==> src/rtl/cfg_lock_pkg.sv <==
package cfg_lock_pkg;
  localparam int ADDR_W = 8;
  localparam int DATA_W = 8;

  typedef logic [ADDR_W-1:0] addr_t;
  typedef logic [DATA_W-1:0] data_t;

  localparam addr_t KEY_ADDR = 8'h0B;
  localparam data_t KEY_MASK = 8'h7D;
  localparam addr_t PROT_LO  = 8'h10;
  localparam addr_t PROT_HI  = 8'h1F;
  localparam addr_t L2_RAIL_A = 8'h13;
  localparam addr_t L2_RAIL_B = 8'h15;
  localparam addr_t UV_ADDR   = 8'h18;

  typedef enum logic [1:0] {
    SQ_IDLE = 2'd0,
    SQ_UNL1 = 2'd1,
    SQ_HALF = 2'd2,
    SQ_UNL2 = 2'd3
  } seq_state_t;

  // Address unlocked by a key value.
  function automatic addr_t key_target(data_t key);
    return addr_t'(key ^ KEY_MASK);
  endfunction

  function automatic logic is_protected(addr_t a);
    return (a >= PROT_LO) && (a <= PROT_HI);
  endfunction

  function automatic logic is_level2(addr_t a);
    return (a == L2_RAIL_A) || (a == L2_RAIL_B);
  endfunction

  function automatic data_t reset_value(addr_t a);
    case (a)
      L2_RAIL_A: return 8'h38;
      L2_RAIL_B: return 8'h3F;
      UV_ADDR:   return 8'h03;
      default:   return 8'h00;
    endcase
  endfunction
endpackage

==> src/rtl/cfg_lock_decode.sv <==
module cfg_lock_decode
  import cfg_lock_pkg::*;
#(
  parameter int NUM_REGS = 32
) (
  input  addr_t bus_addr,
  input  data_t bus_wdata,
  output logic  in_range,
  output logic  hit_key,
  output logic  hit_prot,
  output logic  hit_l2,
  output logic  key_ok,
  output addr_t key_tgt
);
  localparam addr_t LIMIT = addr_t'(NUM_REGS);

  always_comb begin
    in_range = bus_addr < LIMIT;
    hit_key  = bus_addr == KEY_ADDR;
    hit_prot = in_range && is_protected(bus_addr);
    hit_l2   = hit_prot && is_level2(bus_addr);
    key_tgt  = key_target(bus_wdata);
    key_ok   = (key_tgt < LIMIT) && is_protected(key_tgt);
  end
endmodule

==> src/rtl/cfg_lock_seq.sv <==
module cfg_lock_seq
  import cfg_lock_pkg::*;
(
  input  logic       clk,
  input  logic       rst_n,
  input  logic       bus_valid,
  input  logic       bus_we,
  input  addr_t      bus_addr,
  input  data_t      bus_wdata,
  input  logic       hit_key,
  input  logic       hit_prot,
  input  logic       hit_l2,
  input  logic       key_ok,
  input  addr_t      key_tgt,
  output logic       commit_en,
  output addr_t      commit_addr,
  output data_t      commit_data,
  output logic       err_set,
  output seq_state_t state_o
);
  seq_state_t state, state_nx;
  addr_t      tgt, tgt_nx;
  data_t      held, held_nx;

  always_comb begin
    state_nx    = state;
    tgt_nx      = tgt;
    held_nx     = held;
    commit_en   = 1'b0;
    commit_addr = bus_addr;
    commit_data = bus_wdata;
    err_set     = 1'b0;
    if (bus_valid) begin
      state_nx = SQ_IDLE;
      if (bus_we && hit_key) begin
        if (key_ok) begin
          tgt_nx   = key_tgt;
          state_nx = (state == SQ_HALF && key_tgt == tgt) ? SQ_UNL2 : SQ_UNL1;
        end
      end else if (bus_we && hit_prot) begin
        unique case (state)
          SQ_UNL1: begin
            if (bus_addr != tgt) err_set = 1'b1;
            else if (hit_l2) begin
              held_nx  = bus_wdata;
              state_nx = SQ_HALF;
            end else commit_en = 1'b1;
          end
          SQ_UNL2: begin
            if (bus_addr != tgt) err_set = 1'b1;
            else if (bus_wdata == held) commit_en = 1'b1;
          end
          default: err_set = 1'b1;
        endcase
      end
    end
  end

  always_ff @(posedge clk or negedge rst_n) begin
    if (!rst_n) begin
      state <= SQ_IDLE;
      tgt   <= '0;
      held  <= '0;
    end else begin
      state <= state_nx;
      tgt   <= tgt_nx;
      held  <= held_nx;
    end
  end

  assign state_o = state;
endmodule

==> src/rtl/cfg_lock_store.sv <==
module cfg_lock_store
  import cfg_lock_pkg::*;
#(
  parameter int NUM_REGS = 32
) (
  input  logic  clk,
  input  logic  rst_n,
  input  logic  wr_en,
  input  addr_t wr_addr,
  input  data_t wr_data,
  input  addr_t rd_addr,
  output data_t rd_data
);
  localparam int    IDX_W = $clog2(NUM_REGS);
  localparam addr_t LIMIT = addr_t'(NUM_REGS);

  data_t mem [NUM_REGS];

  for (genvar i = 0; i < NUM_REGS; i++) begin : g_reg
    localparam addr_t A = addr_t'(i);
    data_t q;
    always_ff @(posedge clk or negedge rst_n) begin
      if (!rst_n) q <= reset_value(A);
      else if (wr_en && wr_addr == A) q <= wr_data;
    end
    assign mem[i] = q;
  end

  always_comb begin
    if (rd_addr < LIMIT && rd_addr != KEY_ADDR) rd_data = mem[rd_addr[IDX_W-1:0]];
    else rd_data = '0;
  end
endmodule

==> src/rtl/cfg_lock_regfile.sv <==
module cfg_lock_regfile
  import cfg_lock_pkg::*;
#(
  parameter int NUM_REGS = 32
) (
  input  logic       clk,
  input  logic       rst_n,
  input  logic       bus_valid,
  input  logic       bus_we,
  input  logic [7:0] bus_addr,
  input  logic [7:0] bus_wdata,
  output logic [7:0] rd_data,
  output logic       err_flag
);
  logic       in_range, hit_key, hit_prot, hit_l2, key_ok;
  addr_t      key_tgt;
  logic       commit_en, err_set, direct_we, wr_en;
  addr_t      commit_addr, wr_addr;
  data_t      commit_data, wr_data;
  seq_state_t seq_state;

  cfg_lock_decode #(.NUM_REGS(NUM_REGS)) u_dec (
    .bus_addr (bus_addr),
    .bus_wdata(bus_wdata),
    .in_range (in_range),
    .hit_key  (hit_key),
    .hit_prot (hit_prot),
    .hit_l2   (hit_l2),
    .key_ok   (key_ok),
    .key_tgt  (key_tgt)
  );

  cfg_lock_seq u_seq (
    .clk        (clk),
    .rst_n      (rst_n),
    .bus_valid  (bus_valid),
    .bus_we     (bus_we),
    .bus_addr   (bus_addr),
    .bus_wdata  (bus_wdata),
    .hit_key    (hit_key),
    .hit_prot   (hit_prot),
    .hit_l2     (hit_l2),
    .key_ok     (key_ok),
    .key_tgt    (key_tgt),
    .commit_en  (commit_en),
    .commit_addr(commit_addr),
    .commit_data(commit_data),
    .err_set    (err_set),
    .state_o    (seq_state)
  );

  assign direct_we = bus_valid && bus_we && in_range && !hit_key && !hit_prot;
  assign wr_en     = direct_we || commit_en;
  assign wr_addr   = commit_en ? commit_addr : bus_addr;
  assign wr_data   = commit_en ? commit_data : bus_wdata;

  cfg_lock_store #(.NUM_REGS(NUM_REGS)) u_store (
    .clk    (clk),
    .rst_n  (rst_n),
    .wr_en  (wr_en),
    .wr_addr(wr_addr),
    .wr_data(wr_data),
    .rd_addr(bus_addr),
    .rd_data(rd_data)
  );

  always_ff @(posedge clk or negedge rst_n) begin
    if (!rst_n) err_flag <= 1'b0;
    else if (err_set) err_flag <= 1'b1;
  end
endmodule

==> config.mk <==
export PLATFORM = sky130hd
export DESIGN_NAME = cfg_lock_regfile
export DESIGN_NICKNAME = d
export VERILOG_FILES = /design/src/rtl/cfg_lock_pkg.sv /design/src/rtl/cfg_lock_decode.sv /design/src/rtl/cfg_lock_seq.sv /design/src/rtl/cfg_lock_store.sv /design/src/rtl/cfg_lock_regfile.sv
export SDC_FILE = /design/constraint.sdc
export NUM_CORES = 1
export LEC_CHECK = 0
export BUFFER_PORTS_ARGS = -buffer_cell sky130_fd_sc_hd__buf_2
export CORE_ASPECT_RATIO = 1.25
export CORE_UTILIZATION = 60
export CTS_CLUSTER_DIAMETER = 50
export CTS_CLUSTER_SIZE = 30
export DETAILED_ROUTE_END_ITERATION = 16
export PLACE_DENSITY = 0.77
export SLEW_MARGIN = 15
export SYNTH_ARGS = -nofsm -noshare
export SYNTH_HDL_FRONTEND = slang
export SYNTH_HIERARCHICAL = 1
export SYNTH_SLANG_ARGS = --single-unit
==> constraint.sdc <==
create_clock -name clk -period 4.01 [get_ports clk]
set_input_delay 0.802 -clock clk [delete_from_list [all_inputs] [get_ports clk]]
set_output_delay 0.802 -clock clk [all_outputs]
set_load 0.005 [all_outputs]
* Yosys cells after proc, flatten, opt, wreduce, memory -nomap -nowiden
Cells that the tools add are included.
W data, S select, Z words.
** Storage, ports and cells
- Register bits :: 275
- Input port bits :: 20
- Logic and storage cells :: 162
** Cells by class
- Magnitude comparators :: 7
- Eq/ne operators :: 38
- Mux-type cells :: 24
- Bitwise logic cells :: 4
- Reduce and logical (&&, ||, !) cells :: 53
** Operators by type and width (number)
- $eq A8 B5 Y1 const B :: 16
- $eq A8 B4 Y1 const B :: 8
- $logic_and A1 B1 Y1 :: 45
- $bmux W8 S5 :: 1
- $eq A8 B3 Y1 const B :: 4
- $mux W8 :: 3
- $eq A8 B2 Y1 const B :: 2
- $eq A8 B8 Y1 :: 2
- $ge A8 B5 Y1 const B :: 2
- $le A8 B5 Y1 const B :: 2
- $lt A8 B6 Y1 const B :: 2
- $mux W2 :: 7
- $mux W1 :: 12
- $eq A8 B1 Y1 const B :: 1
- $logic_not A8 Y1 :: 1
- $ne A8 B4 Y1 const B :: 1
- $ne A8 B8 Y1 :: 1
- $ge A6 B6 Y1 const B :: 1
- $not A5 Y6 :: 1
- $not A6 Y6 :: 1
- $reduce_and A6 Y1 :: 1
- $eq A2 B2 Y1 const B :: 2
- $reduce_and A3 Y1 :: 1
- $eq A2 B1 Y1 const B :: 1
- 5 further kinds :: 8

* Logic depth before layout (Yosys ltp)
- Depth after elaboration :: 12
- Gate-level depth with buffers :: 13

* Cells and area by module
Netlist, hierarchy kept.
** Modules (own cells, without submodules)
- cfg_lock_store :: times used 1, cells an instance 796, area an instance 11965.2 sq um, sequential area each 6419.9 sq um
- cfg_lock_seq :: times used 1, cells an instance 96, area an instance 1106.1 sq um, sequential area each 450.4 sq um
- cfg_lock_regfile :: times used 1, cells an instance 22, area an instance 291.5 sq um, sequential area each 25.0 sq um
- cfg_lock_decode :: times used 1, cells an instance 17, area an instance 116.4 sq um, sequential area each 0.0 sq um

* Least setup slack after synthesis
Ideal clock, no wire load.
- Path type :: in2reg
- Start :: input port bus_addr[3]
- End :: register u_store.g_reg[3].q[0]
- Library setup time :: 0.125 ns
- Arrival time :: 3.611 ns
- Required time :: 3.885 ns
- Path slack :: 0.275 ns
- Cell stages on the path :: 11
- Path buffers :: 2
- Cells stage by stage :: nor4bb_1 > and4b_1 > nand4b_1 > nor3b_1 > buf_6 > buf_12 > mux2_4 > nor4b_4 > nand4_1 > nor3_2 > mux2_2
** On the way
- Elaborated cells between the ends (all ways) :: 28
- Classes of those cells :: 3 x order compare; 5 x eq/ne; 7 x mux; 13 x reduce/logical
** RTL lines
- from (decl) :: line cfg_lock_regfile.sv:10 : input logic [7:0] bus_addr,
- $eq A8 B4 Y1 :: line cfg_lock_decode.sv:19 : hit_key = bus_addr == KEY_ADDR;
- via hit_key :: line cfg_lock_regfile.sv:15 : logic in_range, hit_key, hit_prot, hit_l2, key_ok;
- $logic_and A1 B1 Y1 :: line cfg_lock_seq.sv:35 : if (bus_we && hit_key) begin
- $mux W1 :: line cfg_lock_seq.sv:35
- $mux W1 :: line cfg_lock_seq.sv:33 : if (bus_valid) begin
- via commit_en :: line cfg_lock_regfile.sv:17 : logic commit_en, err_set, direct_we, wr_en;
- $logic_or A1 B1 Y1 :: line cfg_lock_regfile.sv:53 : assign wr_en = direct_we || commit_en;
- $logic_and A1 B1 Y1 :: line cfg_lock_store.sv:24 : else if (wr_en && wr_addr == A) q <= wr_data;
- to (signal assigned) :: line cfg_lock_store.sv:23 : if (!rst_n) q <= reset_value(A);
- to (signal assigned) :: line cfg_lock_store.sv:24
- to (decl) :: line cfg_lock_store.sv:21 : data_t q;
The timed path passes the listed nets, and every way through them passes these cells.
A chain may end at the register's enable or synchronous reset.

* Worst setup path after layout
- Start :: input port bus_addr[0]
- End :: output port rd_data[7]
** On the way
- Cells in the longest elaborated chain, start to end :: 5
- Elaborated cells between the ends (all ways) :: 8
- Classes of those cells :: 1 x order compare; 1 x eq/ne; 4 x mux; 1 x bitwise; 1 x reduce/logical
** RTL lines
- $not A5 Y6 (implied by the code) :: line cfg_lock_store.sv:30 : if (rd_addr < LIMIT && rd_addr != KEY_ADDR) rd_data = mem[rd_addr[IDX_W-1:0]];
- $bmux W8 S5 :: line cfg_lock_store.sv:30
- $mux W8 (implied by the code) (2 in a row) :: line cfg_lock_store.sv:30
- $mux W8 * :: line cfg_lock_store.sv:30
- to (decl) :: line cfg_lock_regfile.sv:12 : output logic [7:0] rd_data,
Mark *: on every way between the ends. The rest lies on a longest branch, timed or not. The select of a mux whose other input is x is not followed.

==> results.md <==
- Post-layout minimum cycle time: between 3 and 4 ns
- Mean Syn Cell Area: 14.5 um^2
- CTS H-tree depth: 1
- Clock buffer depth: 3
- Antenna-violating nets left: 0
- Initial antenna violation count: 0
- # Post-CTS Setup Buffers: 0
- Static Leak: 7.26 nW
- Clk sinks: 275
- Chip Height: between 150 and 200 um
- Tcrit/Tclk final: 0.957
- # diodes: 0
- Commonest non-fill, non-tap cell in the layout: mux2_2
- Total CTS buffers: 28
- Post-synth EDFFs: 0
- Commonest cells after routing, fill and taps aside: mux2_2, dfrtp_1, mux2i_1, buf_4, mux4_2
- I/O Buffers: 28
- Worst-margin pin slew: 1.18 ns
- Status: complete, no violations
- Routed vias/inst: 6.23
- Max Slew Vio Count: 0
- Synth Area in Adders: 0
- Drc violations: 0
- Vias in the first global route: 8477
- Post-synthesis sequential area ratio: 0.512
- Number of failing hold endpoints at the final stage: 0
- Critical Path RT: 3.21 ns
- Largest stage delay, worst path: between 0.5 and 0.6 ns
- Critical path, cell by cell: buf_4 -> buf_12 -> buf_4 -> mux4_2 -> a211oi_1 -> a221oi_1 -> buf_2
- Die width: 136 um
- Synthesized flop and latch total: 275
- Post-synthesis mux area share: 0.352
- Worst Setup SP: bus_addr[0]
- Ratio of cells with drive above 1 in the final layout: 0.522
- PnR worst setup slack: around 0.17 ns
- Max_cap viols: 0
- Critical path fanouts, max: 44
- Simple-Gate Fraction of Synth Area: 0.0545
- Die area: 23100 um^2
- Synthesized area: 13500 um^2
- DP Area: 14100 um^2
- Synth cell types: 53
- Slowest cell on the critical path: mux4_2
- TritonRoute pass-1 iters: 4
- CTS clock-pin slew for the worst setup and hold paths: 0.06 ns
- VDD IR max: 0.341 mV
- Gate Count Post-Synth: 931
- YS warnings: 6
- Grt total ovfl: 0
- Routed length per instance: roughly 24 um
- Fillers: 1533
- Site row count: 60
- CTS tree: built
- Clk Latency, worst-skew pair: 0.55 ns
- First-pass GRT wire length: 48.1 mm
- Final setup fails: 0
- RR Startpoint: u_seq/held[3]
- Synth Area in Compound Gates: 0.0317
- Post-DP HPWL: 19.2 mm
- Async set or reset register ratio after synthesis: 1.00
- Main combinational cell family by area after synthesis: multiplexers
- Xor/xnor share of the synthesized area: 0.0162
- RSZ-0062 raised after global routing: no
- Max-slew headroom: 0.206
- Hold-fix buffers, CTS: 0
- DR iter-0 viols: 407
- Nets@finish: 983
- CP Launch Type: input pin
- Total Wirelength: a little under 30 mm
- Synth Flop Type: dfrtp_1
- Area occupied by multi-input gates: 6120 um^2
- PostCTS Resize Cnt: 0
- Placeable Area: 21800 um^2
- Storage cell area: 6900 um^2
- Min-delay worst type: in2async
- Syn Nets: 951
- Cell area after layout: 15100 um^2
- Crit. End Element: primary output
- Fmax: 0.261 GHz
- Crit Path Category: in2out
- Aggregate global-route resource usage: 0.277
- Layout area overhead: 11.7%
- PwrDens: slightly below 400 nW/um^2
- Setup Skew: 0.00961 ns
- Dpl ws: -0.0128 ns
- Total power: 5.84 mW
- Initial core utilization: 0.619
- Vias: between 7k and 8k
- Routability cong.: 0.861
- Clock Root Buffer: clkbuf_16
- Critical Path AT: 3.03 ns
- IO Count: 29
- Largest net degree at the start of global routing: a little over 90
- Crit-path most repeated cell: buf_4
[routing by layer]
layer  routed length [um]  vias up  part of all wire  global-route usage
met5                    0        -                 0                   0
met4                  668        0             0.022              0.0787
met3                 1380       47             0.046              0.0400
met2                15200      165              0.51               0.467
met1                12500     4144              0.42               0.372
li1                     -     3514                 -                   -
[layout make-up]
cell class,instances,share of cell area
clock inverter,17,0.0135
inverter,10,0.00249
multi-input combinational,569,0.407
tap,279,0.0232
clock buffer,35,0.0510
timing repair buffer,79,0.0455
sequential,275,0.458
[Yosys cell counts, types with 4 or more instances]
library cell	n	area, um^2
a221oi_1	16	140
nor2b_1	6	37.5
dfrtp_1	264	6610
nand2_2	9	56.3
nand3_1	6	30.0
a21oi_1	6	30.0
nor4_1	4	25.0
xor2_1	10	87.6
xnor2_1	15	131
nor3_4	5	81.3
buf_2	14	70.1
o22ai_1	6	37.5
o21ai_0	11	55.1
mux2i_1	56	561
dfstp_2	11	289
clkbuf_1	34	128
inv_1	10	37.5
nor2_1	9	33.8
o221ai_1	6	52.6
nand3_2	4	40.0
nand2_1	5	18.8
nand4_1	6	37.5
a211oi_1	8	60.1
nor2_2	11	68.8
mux2_2	279	3140
nor3_1	6	30.0
or2_2	9	56.3
mux4_2	40	901
buf_4	24	180
mux2_4	9	135
[registers in the layout, indices dropped and copies added (netlist names)]
name	flops
u_store/g.q	256
u_seq/held	8
u_seq/tgt	8
u_seq/state_o	2
err_flag	1
[per-stage QoR]
step / instances / setup TNS [ns] / util / hold slack, ns
2_1_floorplan: 931 / 0 / - / 0.465
3_3_place_gp: 1212 / 0 / 0.647 / 0.449
3_5_place_dp: 1212 / -0.0401 / 0.647 / 0.457
4_1_cts: 1264 / 0 / 0.692 / 0.285
5_1_grt: 1264 / 0 / 0.692 / 0.318
6_report: 1264 / 0 / 0.692 / 0.274
[cells by family after synthesis]
logic type,after synthesis
compound gates,59
xor+xnor,25
buf+inv,87
flops,275
mux,384
simple gates,101
[final timing paths]
check | slack, ns | cells past startpoint | endpoint
setup / recovery | 0.17 | 7 | rd_data[7]
hold / removal | 0.27 | 1 | u_seq/tgt[1]
setup reg to reg | 0.46 | 11 | u_store/g_reg[12].q[7]
hold reg to reg | 0.46 | 1 | err_flag
max in group asynchronous | 2.79 | 2 | u_store/g_reg[14].q[5]
min in group clk | 0.46 | 1 | err_flag
[critical path: cells and delay by family]
| family | cells | cell delay [ns] |
|---|---|---|
| AOI/OAI and AO/OA | 2 | 0.68 |
| buffers and inverters | 4 | 0.96 |
| muxes | 1 | 0.55 |
[power by group]
part	switching (mW)	total [mW]	internal, mW
Combinational	0.233	0.339	0.106
Clock	1.14	2.71	1.58
Sequential	0.00626	2.79	2.79
Power figures use the tool's default switching activity.
